File: src/rtl/irq_mask_pkg.sv
package irq_mask_pkg;
  localparam int NUM_LINES = 32;
  localparam int DATA_W    = 32;
  localparam int LINE_W    = $clog2(NUM_LINES);

  typedef enum logic [1:0] {
    SEL_STATUS  = 2'd0,
    SEL_ENABLE  = 2'd1,
    SEL_PENDING = 2'd2,
    SEL_NONE    = 2'd3
  } reg_sel_e;

  // one-hot mask selecting a single request line
  function automatic logic [NUM_LINES-1:0] line_mask(input logic [LINE_W-1:0] n);
    logic [NUM_LINES-1:0] m;
    m = '0;
    m[n] = 1'b1;
    return m;
  endfunction

  // true when any line is both asserted and enabled
  function automatic logic any_live(input logic [NUM_LINES-1:0] pins,
                                    input logic [NUM_LINES-1:0] mask);
    return |(pins & mask);
  endfunction
endpackage

File: src/rtl/irq_mask_regs.sv
module irq_mask_regs
  import irq_mask_pkg::*;
#(
  parameter int N_LINES = NUM_LINES,
  parameter int D_W     = DATA_W,
  parameter int L_W     = $clog2(N_LINES)
) (
  input  logic               clk,
  input  logic               rst,
  input  reg_sel_e           sel,
  input  logic               wr,
  input  logic [D_W-1:0]     wdata,
  input  logic               bit_set,
  input  logic               bit_clr,
  input  logic [L_W-1:0]     bit_num,
  input  logic               init_cmd,
  output logic [N_LINES-1:0] en_q,
  output logic               gie_q
);
  // named events, exposed for the assertions below
  logic init_evt, en_wr_evt, st_wr_evt, clr_evt, set_evt;
  logic [N_LINES-1:0] sel_bit;

  assign init_evt  = init_cmd;
  assign en_wr_evt = wr && (sel == SEL_ENABLE) && !init_cmd;
  assign st_wr_evt = wr && (sel == SEL_STATUS) && !init_cmd;
  assign clr_evt   = bit_clr && !init_cmd && !en_wr_evt;
  assign set_evt   = bit_set && !bit_clr && !init_cmd && !en_wr_evt;
  assign sel_bit   = line_mask(bit_num);

  always_ff @(posedge clk) begin
    if (rst || init_evt) begin
      en_q  <= '0;
      gie_q <= 1'b0;
    end else begin
      if (st_wr_evt) gie_q <= wdata[0];
      if (en_wr_evt)    en_q <= wdata[N_LINES-1:0];
      else if (clr_evt) en_q <= en_q & ~sel_bit;
      else if (set_evt) en_q <= en_q | sel_bit;
    end
  end

  p_init_clears_r8: assert property (@(posedge clk) disable iff (rst)
    init_evt |=> (en_q == '0) && !gie_q);

  p_mask_write_r4: assert property (@(posedge clk) disable iff (rst)
    en_wr_evt |=> en_q == $past(wdata[N_LINES-1:0]));

  p_status_write_r5: assert property (@(posedge clk) disable iff (rst)
    st_wr_evt |=> gie_q == $past(wdata[0]));

  p_set_one_r6: assert property (@(posedge clk) disable iff (rst)
    set_evt |=> en_q[$past(bit_num)] &&
      ((en_q & ~$past(sel_bit)) == ($past(en_q) & ~$past(sel_bit))));

  p_clr_one_r7: assert property (@(posedge clk) disable iff (rst)
    clr_evt |=> !en_q[$past(bit_num)] &&
      ((en_q & ~$past(sel_bit)) == ($past(en_q) & ~$past(sel_bit))));

  p_write_wins_r11: assert property (@(posedge clk) disable iff (rst)
    (en_wr_evt && (bit_set || bit_clr)) |=> en_q == $past(wdata[N_LINES-1:0]));

  p_idle_hold_r9: assert property (@(posedge clk) disable iff (rst)
    (!init_evt && !en_wr_evt && !clr_evt && !set_evt) |=> $stable(en_q));
endmodule

File: src/rtl/irq_gate.sv
module irq_gate
  import irq_mask_pkg::*;
#(
  parameter int N_LINES = NUM_LINES
) (
  input  logic [N_LINES-1:0] lines,
  input  logic [N_LINES-1:0] en,
  input  logic               gie,
  output logic [N_LINES-1:0] pending,
  output logic               combined,
  output logic               irq_out
);
  assign pending  = lines & en;
  assign combined = |pending;
  assign irq_out  = combined & gie;
endmodule

File: src/rtl/irq_read_mux.sv
module irq_read_mux
  import irq_mask_pkg::*;
#(
  parameter int N_LINES = NUM_LINES,
  parameter int D_W     = DATA_W
) (
  input  reg_sel_e           sel,
  input  logic               gie,
  input  logic [N_LINES-1:0] en,
  input  logic [N_LINES-1:0] pending,
  output logic [D_W-1:0]     rdata
);
  always_comb begin
    unique case (sel)
      SEL_STATUS:  rdata = D_W'(gie);
      SEL_ENABLE:  rdata = D_W'(en);
      SEL_PENDING: rdata = D_W'(pending);
      default:     rdata = '0;
    endcase
  end
endmodule

File: src/rtl/irq_mask_unit.sv
module irq_mask_unit
  import irq_mask_pkg::*;
#(
  parameter int N_LINES = NUM_LINES,
  parameter int D_W     = DATA_W,
  parameter int L_W     = $clog2(N_LINES)
) (
  input  logic               clk,
  input  logic               rst,
  input  logic [N_LINES-1:0] irq_lines,
  input  logic [1:0]         reg_sel,
  input  logic               reg_wr,
  input  logic [D_W-1:0]     reg_wdata,
  output logic [D_W-1:0]     reg_rdata,
  input  logic               bit_set,
  input  logic               bit_clr,
  input  logic [L_W-1:0]     bit_num,
  input  logic               init_cmd,
  output logic               cpu_irq
);
  reg_sel_e           sel_e;
  logic [N_LINES-1:0] en_q;
  logic               gie_q;
  logic [N_LINES-1:0] pending;
  logic               combined;

  assign sel_e = reg_sel_e'(reg_sel);

  irq_mask_regs #(.N_LINES(N_LINES), .D_W(D_W), .L_W(L_W)) u_regs (
    .clk(clk), .rst(rst), .sel(sel_e), .wr(reg_wr), .wdata(reg_wdata),
    .bit_set(bit_set), .bit_clr(bit_clr), .bit_num(bit_num),
    .init_cmd(init_cmd), .en_q(en_q), .gie_q(gie_q)
  );

  irq_gate #(.N_LINES(N_LINES)) u_gate (
    .lines(irq_lines), .en(en_q), .gie(gie_q),
    .pending(pending), .combined(combined), .irq_out(cpu_irq)
  );

  irq_read_mux #(.N_LINES(N_LINES), .D_W(D_W)) u_rmux (
    .sel(sel_e), .gie(gie_q), .en(en_q), .pending(pending), .rdata(reg_rdata)
  );

  p_pending_read_r1: assert property (@(posedge clk) disable iff (rst)
    (sel_e == SEL_PENDING) |-> reg_rdata == D_W'(irq_lines & en_q));

  p_irq_raise_r2: assert property (@(posedge clk) disable iff (rst)
    (gie_q && any_live(irq_lines, en_q)) |-> cpu_irq);

  p_irq_quiet_r3: assert property (@(posedge clk) disable iff (rst)
    (!gie_q || !any_live(irq_lines, en_q)) |-> !cpu_irq);

  p_unused_read_r9: assert property (@(posedge clk) disable iff (rst)
    (sel_e == SEL_NONE) |-> reg_rdata == '0);
endmodule

File: config.mk
export PLATFORM = sky130hd
export DESIGN_NAME = irq_mask_unit
export DESIGN_NICKNAME = d
export VERILOG_FILES = /design/src/rtl/irq_mask_pkg.sv /design/src/rtl/irq_mask_regs.sv /design/src/rtl/irq_gate.sv /design/src/rtl/irq_read_mux.sv /design/src/rtl/irq_mask_unit.sv
export SDC_FILE = /design/constraint.sdc
export NUM_CORES = 1
export LEC_CHECK = 0
export ABC_CLOCK_PERIOD_IN_PS = 1170
export BUFFER_PORTS_ARGS = -buffer_cell sky130_fd_sc_hd__buf_2
export CORE_AREA = 5 5 82 84
export DETAILED_ROUTE_END_ITERATION = 8
export DIE_AREA = 0 0 87 89
export GPL_ROUTABILITY_DRIVEN = 0
export PLACE_DENSITY_LB_ADDON = 0.3
export SETUP_SLACK_MARGIN = 0.05
export SLEW_MARGIN = 20
export SYNTH_ARGS = -nofsm -noshare
export SYNTH_HDL_FRONTEND = slang
export SYNTH_SLANG_ARGS = --single-unit
File: constraint.sdc
create_clock -name clk -period 1.17 [get_ports clk]
set_input_delay 0.117 -clock clk [delete_from_list [all_inputs] [get_ports clk]]
set_output_delay 0.117 -clock clk [all_outputs]
set_load 0.01 [all_outputs]
# ---- Yosys cells after proc, flatten, opt, wreduce, memory -nomap -nowiden
# Index checks and enable logic that the tools add are counted.
dict set report classes {
  magnitude_cmp 2
  n_eq_ne 2
  mux 6
  bitwise 5
  reduce_logical 17
}
# operator count
set op_table {}
lappend op_table {{$mux W32} 3}
lappend op_table {{$pmux W32 S3} 1}
lappend op_table {{$and A32 B32 Y32} 2}
lappend op_table {{$not A32 Y32} 1}
lappend op_table {{$or A32 B32 Y32} 1}
lappend op_table {{$reduce_or A32 Y1} 1}
lappend op_table {{$logic_and A1 B1 Y1} 10}
lappend op_table {{$lt A5 B6 Y1 const B} 1}
lappend op_table {{$demux W1 S5} 1}
lappend op_table {{$ge A5 B1 Y1 const B} 1}
lappend op_table {{$logic_not A1 Y1} 3}
lappend op_table {{$reduce_bool A3 Y1} 1}
lappend op_table {{$eq A2 B1 Y1 const B} 1}
lappend op_table {{$eq A2 B2 Y1 const B} 1}
lappend op_table {{$logic_not A2 Y1} 1}
lappend op_table {{$and A1 B1 Y1} 1}
lappend op_table {{$logic_or A1 B1 Y1} 1}
lappend op_table {{$mux W1} 1}
dict set report word_totals {
  reg_bits 33
  output_inout_bits 33
  wordCells 34
}

# ---- Depth between registers and ports, before layout
dict set report depth {
  depth_word 8
  depth_mapped 6
  depth_no_buf 3
}

# ---- Modules after synthesis
# Synthesis repeated with hierarchy kept, for this count alone.
dict set report unflattened {
  hier_cells 294
  area_unflattened_um2 2576.2
}
# mod n_inst cells_each area_each_um2
set modules_own_cells {}
lappend modules_own_cells {irq_mask_regs 1 208 1881.8}
lappend modules_own_cells {irq_read_mux 1 42 381.6}
lappend modules_own_cells {irq_gate 1 44 312.8}

# ---- Least setup slack after synthesis
# OpenSTA, ideal clock, no wires.
dict set report synth_timing {
  path_type {reg-to-output}
  startpoint {reg (tool-made name)}
  endpoint {out cpu_irq}
  arrival_time_ns 1.010
  required_time_ns 1.053
  slack_ns 0.043
  path_stages_with_launch 4
  n_path_buf 0
  cell_sequence {dfxtp_1 -> a22oi_1 -> nand4_1 -> o41a_1}
}
# item line_no
set synth_rtl {}
lappend synth_rtl {{to (decl)} irq_mask_unit.sv:19} ;# output logic cpu_irq

==> results.sh <==
export IMPL_status="complete, but fails checks"
export IMPL_failed_checks="negative setup slack"
export IMPL_nets=578
export IMPL_synth_area_mm2=0.00245
export IMPL_synth_seq_area_share_pct=27.0
export IMPL_rows=28
export IMPL_endpoint="cpu_irq"
export IMPL_drtAntennaViolNets=0
export IMPL_path_cells="a22oi_1 -> nand4_1 -> o41a_1 -> buf_2"
export IMPL_final_layout_size_suffix_gt1_share_pct=67.5
export IMPL_worst_path_max_fanout=2
export IMPL_drtPass1Iterations=9
export IMPL_yosys_area_top_type_share_pct=27.0
export IMPL_chipHeight_um=89
export IMPL_synth_nets=386
export IMPL_worstSetupEndpointType="primary output"
export IMPL_drc=0
export IMPL_grt_pass1_wl_um=15400
export IMPL_cts_reportedPaths_clkPinSlew_ns=0.08
export IMPL_syn_inst=309
export IMPL_r2r_cells=3
export IMPL_hp_class="in2reg"
export IMPL_num_io_pins=110
export IMPL_die_w_um=87
export IMPL_cts_buffers=5
export IMPL_worstPathRequired_ns=1.05
export IMPL_ys_ff_latch=33
export IMPL_synth_async_sr_flop_share_pct=0
export IMPL_cts_tree="yes"
export IMPL_slew_limit_headroom_pct=66.6
export IMPL_place_port_buffers=109
export IMPL_period_minus_slack_ns=1.70
export IMPL_yosys_area_top_type="dfxtp_1"
export IMPL_core_area_mm2=0.00585
export IMPL_rsz0062_at_grt="true"
export IMPL_finalMaxSlewViolations=0
export IMPL_wl_per_cell_um=23.4
export IMPL_crit_arrival_ns=1.58
export IMPL_num_vias=3735
export IMPL_grtUsageTotal_pct=25.8
export IMPL_wl_um=13500
export IMPL_cp_start_kind="flop"
export IMPL_crit_path_max_incr_delay_ns=0.36
export IMPL_critPathTopFamily="compound AO/OA/AOI/OAI gates"
export IMPL_clock_sinks=33
export IMPL_synthTopCellsByArea="dfxtp_1 (27%), a21boi_0 (9.8%), o31ai_1 (8.6%), a31oi_1 (8.2%), nand3_1 (5.9%)"
export IMPL_tns_ns=-0.948
export IMPL_synthToLayoutAreaGrowth_pct=78.1
export IMPL_tightest_slew_ns=0.500
export IMPL_power_total_uw=3220
export IMPL_grt_max_degree=29
export IMPL_antenna_found_initial=0
export IMPL_cts_buffer_depth=2
export IMPL_yosys_warnings=0
export IMPL_drtIter0Drc=617
export IMPL_netlist_cell_type_count=37
export IMPL_fillers=361
export IMPL_syn_area_per_cell_um2=7.93
export IMPL_final_period_utilization_pct=145
export IMPL_power_density_mw_per_mm2=739
export IMPL_path_class="reg2out"
export IMPL_leakage_uw=0.00183
export IMPL_fin_ws_ns=-0.529
export IMPL_post_synth_top_count_cell="dfxtp_1"
export IMPL_cap_viol_max_count=0
export IMPL_critPathBufInv=1
export IMPL_ff2ff_setup_slack_ns=0.02
export IMPL_insertion_delay_ns=0.30
export IMPL_start_util_pct=41.9
export IMPL_cp_depth=4
export IMPL_synth_ff_type="dfxtp_1"
export IMPL_max_freq_mhz=588
export IMPL_cts_hold_buf=0
export IMPL_synth_edf_count=0
export IMPL_cts_htree_levels=2
export IMPL_synth_common_cells="dfxtp_1 (33), a21boi_0 (32), a31oi_1 (32), nand2_1 (32), nand3_1 (29)"
export IMPL_root_buffer="clkbuf_8"
export IMPL_die_area_mm2=0.00774
export IMPL_hold_viol_final=0
export IMPL_via_per_inst=6.47
export IMPL_slowest_stage="o41a_1"
export IMPL_peakVddDrop_v=0.000533
export IMPL_overflow=0
export IMPL_num_antenna_cells=0
export IMPL_setup_viol=17
export IMPL_finClkSkew_ns=0
export IMPL_grt_pass1_vias=3052
export IMPL_hpwl_um=7980
-- worst min-delay path by stage --
stage | start | end | cells past startpoint | slack [ns]
detailed placement | reg_wdata[31] | flop | 3 | 0.34
floorplan | reg_wdata[26] | flop | 2 | 0.25
global placement | reg_wdata[6] | flop | 3 | 0.34
CTS | reg_wdata[31] | flop | 3 | 0.05
finish | reg_wdata[14] | flop | 3 | 0.05
global route | reg_wdata[14] | flop | 3 | 0.07
-- cells in the final DEF (no fill, tap or decap), drive strengths merged, types with 2 or more instances in the layout --
cell    instances
nand3b          3
nor2            3
dfxtp          33
or3b            3
nand2b          2
o21a            2
nand4           4
and3b           2
nor3b           2
a22oi          16
clkbuf          8
nor3           33
a31oi          32
inv             4
buf           217
o31ai          28
nand3          29
o32ai           4
a21boi         32
nor2b           3
nand2          32
-- area by class of cell --
type / instances / area, um2 / area share, %
Tap cell: 75 / 93.8 / 2.15
Inverter: 4 / 15.0 / 0.344
Multi-Input combinational cell: 239 / 1830 / 41.9
Clock inverter: 1 / 30.0 / 0.688
Clock buffer: 7 / 86.3 / 1.98
Sequential cell: 33 / 701 / 16.1
Timing Repair Buffer: 218 / 1610 / 36.9
-- metrics by stage --
stage               hold slack (ns)  util (%)  instances  cell area, um2  setup WS (ns)
global placement              0.340      61.5        547            3600         -0.160
finish                       0.0510      74.6        577            4360         -0.529
detailed placement            0.340      61.5        547            3600         -0.173
floorplan                     0.249         -        309            2460         0.0433
CTS                          0.0470      66.4        556            3890         -0.446
global route                 0.0697      74.6        577            4360         -0.600
-- logic make-up after synthesis --
| family | Yosys count | synth area share (%) |
|---|---|---|
| compound gates | 120 | 36.3 |
| buf+inv | 37 | 8.68 |
| simple gates | 119 | 28.0 |
| flops | 33 | 27.0 |
-- timing repair --
item	CTS	global route
pin swaps	2	32
setup buffers	2	22
setup endpoints to repair	33	34
cloned	0	3
gates resized for setup	90	94
-- layer usage --
metal / global-route usage [%] / vias to the layer above / share of wire (%)
met5: 0 / - / 0
met4: 9.49 / 0 / 5.6
met3: 3.32 / 87 / 12
met2: 39.7 / 374 / 44
met1: 36.8 / 1693 / 38
li1: - / 1581 / -
-- worst min-delay path: cells and delay by family --
kind                   cells  cell delay (ns)
buffers and inverters      1             0.08
AOI/OAI and AO/OA          1             0.06
and+or+nand+nor            1             0.05
-- report_power, final --
group	internal [uW]	switching, uW	total (uW)
sequential	1150	19.3	1160
clock	695	457	1150
combinational	414	493	906
total	2250	969	3220
Note: power is estimated with default switching activity, not from simulation.
